$ cat src/rtl/lbs_pkg.sv
package lbs_pkg;

  typedef enum logic [2:0] {
    ST_RST_WAIT,
    ST_INIT_TX,
    ST_WAKE_WAIT,
    ST_WAKE_TX,
    ST_ALIGN_TX,
    ST_SYNC_TX,
    ST_LINKED,
    ST_FAIL
  } lbs_state_e;

  // Index of the highest set bit of a speed mask (0 when empty).
  function automatic int top_of(input logic [31:0] m);
    int r;
    r = 0;
    for (int i = 0; i < 32; i++) begin
      if (m[i]) r = i;
    end
    return r;
  endfunction

endpackage

$ cat src/rtl/lbs_cycle_cnt.sv
module lbs_cycle_cnt #(
  parameter int LIMIT = 6,
  localparam int CW = $clog2(LIMIT + 1)
) (
  input  logic clk,
  input  logic rst_n,
  input  logic en,
  output logic last
);

  logic [CW-1:0] cnt_q;
  logic [CW-1:0] cnt_d;

  assign last = en && (cnt_q == CW'(LIMIT - 1));

  always_comb begin
    cnt_d = cnt_q;
    if (!en || last) cnt_d = '0;
    else             cnt_d = cnt_q + 1'b1;
  end

  always_ff @(posedge clk or negedge rst_n) begin
    if (!rst_n) cnt_q <= '0;
    else        cnt_q <= cnt_d;
  end

endmodule

$ cat src/rtl/lbs_run_cnt.sv
module lbs_run_cnt #(
  parameter int RUN = 3,
  localparam int RW = $clog2(RUN + 1)
) (
  input  logic clk,
  input  logic rst_n,
  input  logic active,
  input  logic rx_align,
  input  logic rx_nonalign,
  output logic hit
);

  logic [RW-1:0] run_q;
  logic [RW-1:0] run_d;

  assign hit = active && rx_nonalign && !rx_align && (run_q == RW'(RUN - 1));

  always_comb begin
    run_d = run_q;
    if (!active || rx_align)     run_d = '0;
    else if (hit)                run_d = '0;
    else if (rx_nonalign)        run_d = run_q + 1'b1;
  end

  always_ff @(posedge clk or negedge rst_n) begin
    if (!rst_n) run_q <= '0;
    else        run_q <= run_d;
  end

endmodule

$ cat src/rtl/lbs_speed_pick.sv
module lbs_speed_pick #(
  parameter int NUM_SPEEDS = 3,
  parameter logic [NUM_SPEEDS-1:0] SPEED_MASK = '1,
  localparam int SPW = $clog2(NUM_SPEEDS)
) (
  input  logic [SPW-1:0] cur,
  output logic [SPW-1:0] lower,
  output logic           has_lower
);

  logic [NUM_SPEEDS-1:0] below;

  // One candidate flag per speed: supported and slower than the current one.
  for (genvar g = 0; g < NUM_SPEEDS; g++) begin : g_cand
    assign below[g] = SPEED_MASK[g] && (SPW'(g) < cur);
  end

  always_comb begin
    lower     = '0;
    has_lower = 1'b0;
    for (int i = 0; i < NUM_SPEEDS; i++) begin
      if (below[i]) begin
        lower     = SPW'(i);
        has_lower = 1'b1;
      end
    end
  end

endmodule

$ cat src/rtl/link_bringup_seq.sv
module link_bringup_seq #(
  parameter int NUM_SPEEDS    = 3,
  parameter logic [NUM_SPEEDS-1:0] SPEED_MASK = '1,
  parameter int ALIGN_TIMEOUT = 2048,
  parameter int WAKE_BURSTS   = 6,
  parameter int NONALIGN_RUN  = 3,
  localparam int SPW = $clog2(NUM_SPEEDS)
) (
  input  logic           clk,
  input  logic           rst_n,
  input  logic           rx_reset_det,
  input  logic           rx_reset_rel,
  input  logic           rx_wake_det,
  input  logic           rx_align,
  input  logic           rx_nonalign,
  input  logic           dev_init_req,
  input  logic           restart,
  output logic           tx_cominit,
  output logic           tx_comwake,
  output logic           tx_align,
  output logic           tx_sync,
  output logic [SPW-1:0] speed_sel,
  output logic           link_up,
  output logic           link_err
);
  import lbs_pkg::*;

  localparam logic [SPW-1:0] TOP_IDX = SPW'(top_of(32'(SPEED_MASK)));

  // Reset: asserted asynchronously, released on a clock edge.
  logic [1:0] rst_sync_q;
  logic       rst_int_n;

  always_ff @(posedge clk or negedge rst_n) begin
    if (!rst_n) rst_sync_q <= 2'b00;
    else        rst_sync_q <= {rst_sync_q[0], 1'b1};
  end
  assign rst_int_n = rst_sync_q[1];

  lbs_state_e       st_q, st_d;
  logic [SPW-1:0]   spd_q, spd_d;
  logic             wake_last, tmo_last, run_hit;
  logic [SPW-1:0]   spd_lower;
  logic             spd_has_lower;

  lbs_cycle_cnt #(.LIMIT(WAKE_BURSTS)) u_wake_cnt (
    .clk   (clk),
    .rst_n (rst_int_n),
    .en    (st_q == ST_WAKE_TX),
    .last  (wake_last)
  );

  lbs_cycle_cnt #(.LIMIT(ALIGN_TIMEOUT)) u_align_tmr (
    .clk   (clk),
    .rst_n (rst_int_n),
    .en    (st_q == ST_ALIGN_TX),
    .last  (tmo_last)
  );

  lbs_run_cnt #(.RUN(NONALIGN_RUN)) u_run (
    .clk         (clk),
    .rst_n       (rst_int_n),
    .active      (st_q == ST_SYNC_TX),
    .rx_align    (rx_align),
    .rx_nonalign (rx_nonalign),
    .hit         (run_hit)
  );

  lbs_speed_pick #(.NUM_SPEEDS(NUM_SPEEDS), .SPEED_MASK(SPEED_MASK)) u_pick (
    .cur       (spd_q),
    .lower     (spd_lower),
    .has_lower (spd_has_lower)
  );

  always_comb begin
    st_d  = st_q;
    spd_d = spd_q;
    if (rx_reset_det) begin
      st_d = ST_RST_WAIT;
    end else begin
      unique case (st_q)
        ST_RST_WAIT:  if (rx_reset_rel || dev_init_req) st_d = ST_INIT_TX;
        ST_INIT_TX:   st_d = ST_WAKE_WAIT;
        ST_WAKE_WAIT: begin
          if (dev_init_req)     st_d = ST_INIT_TX;
          else if (rx_wake_det) st_d = ST_WAKE_TX;
        end
        ST_WAKE_TX: begin
          if (dev_init_req) st_d = ST_INIT_TX;
          else if (wake_last) begin
            st_d  = ST_ALIGN_TX;
            spd_d = TOP_IDX;
          end
        end
        ST_ALIGN_TX: begin
          if (dev_init_req)  st_d = ST_INIT_TX;
          else if (rx_align) st_d = ST_SYNC_TX;
          else if (tmo_last) begin
            if (spd_has_lower) spd_d = spd_lower;
            else               st_d  = ST_FAIL;
          end
        end
        ST_SYNC_TX: begin
          if (dev_init_req) st_d = ST_INIT_TX;
          else if (run_hit) st_d = ST_LINKED;
        end
        ST_LINKED:    if (dev_init_req) st_d = ST_INIT_TX;
        ST_FAIL:      if (restart) st_d = ST_INIT_TX;
        default:      st_d = ST_RST_WAIT;
      endcase
    end
  end

  always_ff @(posedge clk or negedge rst_int_n) begin
    if (!rst_int_n) begin
      st_q  <= ST_RST_WAIT;
      spd_q <= TOP_IDX;
    end else begin
      st_q  <= st_d;
      spd_q <= spd_d;
    end
  end

  assign tx_cominit = (st_q == ST_INIT_TX);
  assign tx_comwake = (st_q == ST_WAKE_TX);
  assign tx_align   = (st_q == ST_ALIGN_TX);
  assign tx_sync    = (st_q == ST_SYNC_TX);
  assign link_up    = (st_q == ST_LINKED);
  assign link_err   = (st_q == ST_FAIL);
  assign speed_sel  = spd_q;

endmodule

$ cat config.mk
export PLATFORM = sky130hd
export DESIGN_NAME = link_bringup_seq
export DESIGN_NICKNAME = d
export VERILOG_FILES = /design/src/rtl/lbs_pkg.sv /design/src/rtl/lbs_cycle_cnt.sv /design/src/rtl/lbs_run_cnt.sv /design/src/rtl/lbs_speed_pick.sv /design/src/rtl/link_bringup_seq.sv
export SDC_FILE = /design/constraint.sdc
export NUM_CORES = 1
export LEC_CHECK = 0
export CAP_MARGIN = 15
export CORE_ASPECT_RATIO = 1.25
export CORE_MARGIN = 2
export CORE_UTILIZATION = 50
export DETAILED_ROUTE_END_ITERATION = 8
export DONT_BUFFER_PORTS = 1
export PLACE_DENSITY = 0.73
export SLEW_MARGIN = 15
export SYNTH_ARGS = -nofsm -noshare
export SYNTH_HDL_FRONTEND = slang
export SYNTH_SLANG_ARGS = --single-unit
export TNS_END_PERCENT = 10
$ cat constraint.sdc
create_clock -name clk -period 2.6 [get_ports clk]
set_clock_uncertainty 0.15 [all_clocks]
set_input_delay 0.13 -clock clk [delete_from_list [all_inputs] [get_ports clk]]
set_output_delay 0.13 -clock clk [all_outputs]
set_load 0.03 [all_outputs]
==> flow_metrics.tcl, run 1 <==
set metrics [dict create \
    run_status "finished, final reports clean" \
    area_growth_syn_to_layout_pct 8.380 \
    drtPass1Iterations 4 \
    hpwl_um 1802 \
    path_max_fanout 15 \
    clock-root-buffer "clkbuf_4" \
    power_density_mw_per_mm2 448.7 \
    yosys_warnings 0 \
    rows 21 \
    hold_class "input port to flop" \
    io_pins 17 \
    grt_pass1_vias 1070 \
    min_from "dev_init_req" \
    setup_violations 0 \
    power_uw 653.5 \
    die_height_um 61.96 \
    p_int_uw 479.6 \
    cap_violations 0 \
    syn_area_per_cell_um2 9.809 \
    placed_area_mm2 0.001360 \
    pwr-share-comb 0.111 \
    clock.fmax_mhz 449.0 \
    cts_max_level 1 \
    post_cts_buffers 0 \
    crit_path_start "st_q[2]" \
    p_switching_uw 173.9 \
    ys_seq_area_frac 0.4479 \
    antenna_found_initial 0 \
    nets 156 \
    synth_flop_cell "dfrtp_1" \
    ff_latch_area_um2 601.8 \
    end_kind "flop" \
    timing.setup.tns_ns 0 \
    port_buffers 0 \
    max-slew-margin-rel 0.4152 \
    grt_max_degree 23 \
    worst_pin_slew_ns 0.8772 \
    p_clk_frac 0.258 \
    routedWlPerCell_um 14.37 \
    synth_async_sr_flop_share 1.000 \
    post-route-period-util 0.8567 \
    grt_pass1_wl_um 4436 \
    clk_pin_slew_ns 0.12 \
    syn_nets 149 \
    synthCells 137 \
    p_leak_nw 0.6272 \
    grtUsageTotal 0.1886 \
    worstSetupPathType "flop to flop" \
    synthesis.area_mm2 0.001344 \
    gr-total-overflow 0 \
    fillCellCount 243 \
    rr_worst_depth 5 \
    clock-sinks 24 \
    synth_cell_types 47 \
    viasPerCell 5.797 \
    seqPwrFrac 0.631 \
    diodes 0 \
    drive_gt1_frac 0.1259 \
    clk_latency_ns 0.31 \
    routed_wl_um 2543 \
    period_needed_ns 2.227 \
    critPathArrivalTime_ns 2.29 \
    synth-edff-count 0 \
    synth-seq-cells 24 \
    initial_utilization 0.5114 \
    clock_path_buffers 2 \
    cts_made_buffers 3 \
    swShare 0.2661 \
    antenna_left 0 \
    vias 1026 \
    whs_path_depth 3 \
    rsz0062_at_grt "false" \
    drc 0 \
    required_ns 2.67 \
    multi_input_area_um2 685.7 \
    dieArea_mm2 0.003121 \
    slew_violations 0 \
    die_x_um 50.37 \
    reg2reg_from "st_q[2]" \
    tritoncts "yes" \
    hold_viol 0 \
    fin_area_mm2 0.001456 \
    crit_path_start_kind "flop" \
    globalplace.congestion 0.8446 \
    peakVddDrop_mv 0.2922 \
    coreArea_mm2 0.002628 \
    drtIter0Drc 23 \
]
## worst max-delay path, stage by stage (launching register included)
cell and delay (ns):
dfrtp_1 0.62, and3b_1 0.36, o2bb2ai_1 0.20, a221oi_2 0.40
o21ai_0 0.16, a32o_1 0.23
## layout make-up
cell class	count	area share
Tap cell	34	0.02921
Clock buffer	4	0.01804
Timing Repair Buffer	8	0.05326
Sequential cell	24	0.4132
Multi-Input combinational cell	101	0.4708
Inverter	6	0.01546
## flip-flops by register name, indices dropped and copies added, names as in the netlist
| signal | cells |
|---|---|
| u_wake_cnt.cnt_q | 3 |
| st_q | 3 |
| rst_sync_q | 2 |
| u_run.run_q | 2 |
| u_align_tmr.cnt_q | 12 |
| speed_sel | 2 |
## layer usage
layer	vias up	GRT usage	wire length [µm]
li1	488	-	-
met1	497	0.1907	1024
met2	31	0.3590	1349
met3	10	0.02392	87
met4	0	0.1429	81
met5	-	0	0
## power by group through the flow
stage | clock (mW) | combinational (mW) | sequential (mW)
finish | 0.169 | 0.0728 | 0.412
global route | 0.183 | 0.0798 | 0.417
CTS | 0.172 | 0.0720 | 0.413
detailed placement | 0 | 0.0626 | 0.420
global placement | 0 | 0.0610 | 0.418
floorplan | 0 | 0.0708 | 0.402
## what timing repair did
action                                 CTS  global route
hold buffers                             7             0
gates resized for setup                  0             0
endpoints found under the hold margin    8             0
## per-stage QoR
stage	instances	utilization	worst slack (ns)	hold WS (ns)
2_1_floorplan	137	-	0.6876	-0.3156
3_3_place_gp	166	0.5176	0.4832	-0.3156
3_5_place_dp	166	0.5176	0.4147	-0.3155
4_1_cts	177	0.5543	0.4089	0.008185
5_1_grt	177	0.5543	0.2097	0.03395
6_report	177	0.5543	0.3726	0.008706
## layout by cell type (no fill, tap or decap), drive strengths merged, types with 2 or more instances in the layout
master	synthesis	layout
o21ai	5	5
nand3	2	2
and2	3	3
o31ai	2	2
xor2	6	6
a21oi	4	4
nor3	4	4
or3	3	3
nor2	21	21
o2bb2ai	2	2
clkbuf	1	4
inv	6	6
nand3b	2	2
xnor2	3	3
nor3b	2	2
nand2	13	13
a211oi	2	2
dfrtp	23	23
and3	3	3
and3b	2	2
nand4	4	4
ha	3	3
dlygate4sd3	0	7
## synth_stat cells (4+ instances only)
master	instances	share of area
nor2_1	21	0.059
o21ai_0	4	0.015
a21oi_1	4	0.015
xor2_1	6	0.039
dfrtp_1	23	0.43
nand4_1	4	0.019
inv_1	5	0.014
nand2_1	12	0.034
## cell families after synthesis
kind of cell	synth area share
simple gates	0.2784
flops	0.4479
xor+xnor	0.05866
buf+inv	0.04189
compound gates	0.1313
fa+ha+maj	0.02794
other cells	0.002791
mux	0.01117
## final timing paths
| path | slack (ns) | end |
|---|---|---|
| setup / recovery | 0.37 | st_q[1] |
| hold / removal | 0.009 | st_q[0] |
| setup reg to reg | 0.37 | st_q[1] |
| hold reg to reg | 0.22 | u_wake_cnt.cnt_q[0] |
| max in group asynchronous | 1.54 | u_align_tmr.cnt_q[2] |
| min in group asynchronous | 0.22 | u_wake_cnt.cnt_q[0] |
Note: power is estimated with default switching activity, not from simulation.
==> inputs of run 2 (changes only) <==
Settings changed: PLACE_DENSITY 0.73 to unset, PLACE_DENSITY_LB_ADDON set to 0.25.
==> run 2 against run 1 <==
Effect of this change:
- register-to-register slack got worse by 0.18 ns
- design area is 0.69% higher
- first-iteration DRC count is 39% lower
- via count fell by 3.5%
- die area unchanged
- non-clock buffer count increased by 1
- largest cell class unchanged
==> flow_metrics.tcl, run 2 (synthesis gave the netlist of run 1 again) <==
set metrics [dict create \
    run_status "finished, final reports clean" \
    area_growth_syn_to_layout_pct 9.125 \
    clk_pin_slew_ns 0.12 \
    clock.fmax_mhz 415.2 \
    drtPass1Iterations 4 \
    timing.setup.tns_ns 0 \
    gr-total-overflow 0 \
    die_height_um 61.96 \
    nets 157 \
    rrSetupSlack_ns 0.19 \
    slowest_delay_ns 0.62 \
    hold_class "input port to flop" \
    largest_register_ffs 12 \
    crit_slowest_cell "dfrtp_1" \
    path_max_fanout 15 \
    vias 990 \
    post_cts_buffers 0 \
    globalplace.congestion 0.8202 \
    r2r_end "speed_sel[1]" \
    grtUsageTotal 0.1920 \
    slew_violations 0 \
    hpwl_um 1745 \
    fin_area_mm2 0.001466 \
    critPathArrivalTime_ns 2.50 \
    clk_latency_ns 0.31 \
    grt_pass1_vias 1034 \
    grt_pass1_wl_um 4512 \
    drive_gt1_frac 0.1250 \
    reg_top3 "u_align_tmr.cnt_q (12), st_q (3), u_wake_cnt.cnt_q (3)" \
    routedWlPerCell_um 13.85 \
    hold_viol 0 \
    die_x_um 50.37 \
    dieArea_mm2 0.003121 \
    grt_max_degree 23 \
    clock-root-buffer "clkbuf_4" \
    post-route-period-util 0.9264 \
    p_leak_nw 0.6286 \
    min_from "dev_init_req" \
    pre_cts_ws_ns 0.4311 \
    cts_max_level 1 \
    required_ns 2.69 \
    final_cell_mix "dfrtp_1 (23), nor2_1 (21), nand2_1 (12)" \
    rows 21 \
    port_buffers 0 \
    crit_chain "or3b_4 -> nor3_4 -> o21ai_2 -> dlygate4sd3_1 -> o22ai_1" \
    placed_area_mm2 0.001360 \
    crit_path_start "st_q[2]" \
    final_common_cell "dfrtp_1" \
    cts_made_buffers 3 \
    reg2reg_from "st_q[2]" \
    cap_violations 0 \
    crit_path_start_kind "flop" \
    clock-sinks 24 \
    clock_path_buffers 2 \
    hold_end "st_q[0]" \
    io_pins 17 \
    drtIter0Drc 14 \
    coreArea_mm2 0.002628 \
    dp_cells 166 \
    diodes 0 \
    largest-register "u_align_tmr.cnt_q" \
    antenna_found_initial 0 \
    peakVddDrop_mv 0.2227 \
    fin_cells 178 \
    max-slew-margin-rel 0.4098 \
    tritoncts "yes" \
    whs_path_depth 3 \
    rsz0062_at_grt "false" \
    initial_utilization 0.5114 \
    worst_pin_slew_ns 0.8853 \
    drc 0 \
    fillCellCount 239 \
    power_density_mw_per_mm2 442.9 \
    setup_violations 0 \
    routed_wl_um 2466 \
    rr_worst_depth 5 \
    viasPerCell 5.562 \
    period_needed_ns 2.409 \
    end_kind "flop" \
    worstSetupPathType "flop to flop" \
    setup_slack_ns 0.1913 \
    antenna_left 0 \
]
==> run 2: cell types whose count changed in the layout (fill, tap and decap cells not counted), sizes merged <==
cell	delta
dlygate4sd3	+1
==> run 2: worst max path at each step <==
| stage | endpoint |
|---|---|
| floorplan | st_q[1] |
| global placement | speed_sel[0] |
| detailed placement | speed_sel[0] |
| CTS | speed_sel[1] |
| global route | speed_sel[1] |
| finish | speed_sel[1] |
==> run 2: layer usage <==
layer	global-route usage	routed length, µm	up-vias
met1	0.2236	1026	479
met4	0.09266	41	0
met3	0.02392	67	4
met2	0.3553	1331	17
met5	0	0	-
li1	-	-	490
==> run 2: final cells by class <==
type,instances,area (µm²),share of cell area
Multi-Input combinational cell,101,685.7,0.4676
Timing Repair Buffer,9,87.58,0.05973
Inverter,6,22.52,0.01536
Sequential cell,24,601.8,0.4104
Clock buffer,4,26.28,0.01792
Tap cell,34,42.54,0.02901
==> run 2: what timing repair did <==
action / 4_1_cts / 5_1_grt
gates resized for setup: 0 / 0
endpoints found under the hold margin: 8 / 0
hold buffers: 8 / 0
==> run 2: where the power goes <==
group,internal (mW),total [mW],switching (mW),leakage [nW]
clock,0.0599,0.164,0.104,0.0150
combinational,0.0371,0.0729,0.0357,0.289
sequential,0.383,0.413,0.0301,0.325
==> run 2: critical path: cells and delay by family (launching register included) <==
family          cells  cell delay (ns)
simple gates        2             0.71
buf+inv             1             0.57
flops               1             0.62
compound gates      2             0.27
==> run 2: metrics by stage <==
step                utilization  power [mW]  hold WS, ns
floorplan                     -      0.4723      -0.3156
global placement         0.5176      0.4799      -0.3156
detailed placement       0.5176      0.4830      -0.3156
CTS                      0.5581      0.6617     0.008423
global route             0.5581      0.6917      0.04890
finish                   0.5581      0.6495      0.04091
==> inputs of run 3 (changes only) <==
Settings changed: RECOVER_POWER set to 100.
==> run 3 against run 2 <==
Effect of this change:
- combinational power down 5.2%
- die area is the same
- utilization is 0.57 points lower
- register-to-register slack barely moved
- total power decreased by 0.70%
- sequential share of layout area increased by 0.42 points
- non-clock buffer count did not move
- worst hold slack gained 0.0024 ns
- sequential power hardly changed
- first-iteration DRC count down 21%
==> flow_metrics.tcl, run 3 (synthesis gave the netlist of run 1 again) <==
set metrics [dict create \
    p_clk_frac 0.254 \
    drc 0 \
    cap_violations 0 \
    timing.setup.tns_ns 0 \
    grt_pass1_vias 1034 \
    pre_cts_ws_ns 0.4311 \
    drtPass1Iterations 4 \
    run_status "finished, final reports clean" \
    die_height_um 61.96 \
    rows 21 \
    cp_top_family "simple AND/OR/NAND/NOR gates" \
    routed_wl_um 2475 \
    antenna_found_initial 0 \
    drive_gt1_frac 0.09722 \
    setup_slack_ns 0.2008 \
    clock.fmax_mhz 416.8 \
    final_cell_mix "dfrtp_1 (23), nor2_1 (21), nand2_1 (12)" \
    hold_class "input port to flop" \
    reg_top3 "u_align_tmr.cnt_q (12), st_q (3), u_wake_cnt.cnt_q (3)" \
    io_pins 17 \
    diodes 0 \
    crit_slowest_cell "dfrtp_1" \
    clk_latency_ns 0.30 \
    cts_made_buffers 3 \
    p_leak_nw 0.6121 \
    port_buffers 0 \
    area_growth_syn_to_layout_pct 8.007 \
    cts_resized 0 \
    grt_max_degree 23 \
    tritoncts "yes" \
    power_uw 644.9 \
    hold_viol 0 \
    pwr-share-comb 0.107 \
    globalplace.congestion 0.8202 \
    end_kind "flop" \
    clock_path_buffers 2 \
    period_needed_ns 2.399 \
    worstSetupPathType "flop to flop" \
    rrSetupSlack_ns 0.20 \
    die_x_um 50.37 \
    peakVddDrop_mv 0.2230 \
    seqPwrFrac 0.639 \
    p_switching_uw 169.0 \
    grtUsageTotal 0.1920 \
    gr-total-overflow 0 \
    slowest_delay_ns 0.62 \
    slew_violations 0 \
    max-slew-margin-rel 0.4092 \
    power_density_mw_per_mm2 444.4 \
    p_int_uw 475.9 \
    routedWlPerCell_um 13.90 \
    cts_max_level 1 \
    largest-register "u_align_tmr.cnt_q" \
    viasPerCell 5.551 \
    drtIter0Drc 11 \
    swShare 0.2620 \
    crit_chain "or3b_4 -> nor3_4 -> o21ai_2 -> dlygate4sd3_1 -> o22ai_1" \
    nets 157 \
    crit_path_start_kind "flop" \
    clock-root-buffer "clkbuf_4" \
    coreArea_mm2 0.002628 \
    hpwl_um 1745 \
    antenna_left 0 \
    setup_violations 0 \
    largest_register_ffs 12 \
    required_ns 2.69 \
    final_common_cell "dfrtp_1" \
    worst_pin_slew_ns 0.8861 \
    initial_utilization 0.5114 \
    post-route-period-util 0.9228 \
    worst-path-buf-inv 1 \
    vias 988 \
    path_max_fanout 15 \
    grt_pass1_wl_um 4512 \
    clk_pin_slew_ns 0.12 \
    critPathArrivalTime_ns 2.48 \
    dieArea_mm2 0.003121 \
    clock-sinks 24 \
    fillCellCount 243 \
    rsz0062_at_grt "false" \
]
run 3: path summary, 6_finish.rpt:
check / end / cells past startpoint / start
min: st_q[0] / 3 / dev_init_req
min reg2reg: rst_sync_q[1] / 0 / rst_sync_q[0]
max: speed_sel[1] / 5 / st_q[2]
max in group asynchronous: u_align_tmr.cnt_q[0] / 0 / rst_sync_q[1]
max reg2reg: speed_sel[1] / 5 / st_q[2]
min in group asynchronous: u_align_tmr.cnt_q[7] / 0 / rst_sync_q[1]
run 3: layout make-up:
type | instances | area (µm²) | share of cell area
clock buffers | 4 | 26.28 | 0.01810
multi-input cells | 101 | 674.4 | 0.4647
well taps | 34 | 42.54 | 0.02931
inverters | 6 | 22.52 | 0.01552
flip-flops and latches | 24 | 601.8 | 0.4147
repair buffers | 9 | 83.83 | 0.05776
run 3: stage by stage:
| step | hold slack, ns | util | area (µm²) | instances |
|---|---|---|---|---|
| after global routing | 0.04890 | 0.5524 | 1451 | 178 |
| after CTS | 0.008423 | 0.5581 | 1466 | 178 |
| after floorplan | -0.3156 | - | 1344 | 137 |
| after detailed placement | -0.3156 | 0.5176 | 1360 | 166 |
| final | 0.04332 | 0.5524 | 1451 | 178 |
| after global placement | -0.3156 | 0.5176 | 1360 | 166 |
run 3: per-layer routing:
layer  vias up  wire [µm]  share of wire  global-route usage
li1        492          -              -                   -
met1       478       1051           0.42              0.2236
met2        16       1332           0.54              0.3553
met3         2         65          0.026             0.02392
met4         0         27          0.011             0.09266
met5         -          0              0                   0
run 3: power groups by stage:
stage | Clock, mW | Combinational (mW) | Sequential, mW
after floorplan | 0 | 0.0708 | 0.402
after global placement | 0 | 0.0621 | 0.418
after detailed placement | 0 | 0.0636 | 0.419
after CTS | 0.176 | 0.0727 | 0.413
after global routing | 0.194 | 0.0761 | 0.417
final | 0.164 | 0.0691 | 0.412
run 3: tightest hold or removal path, delay by kind of cell:
| family | cells | cell delay (ns) |
|---|---|---|
| simple gates | 1 | 0.07 |
| compound gates | 2 | 0.27 |
run 3: timing repair:
item / in CTS / in global routing
hold buffers: 8 / 0
hold endpoints to repair: 8 / 0
buffers inserted: 0 / 0
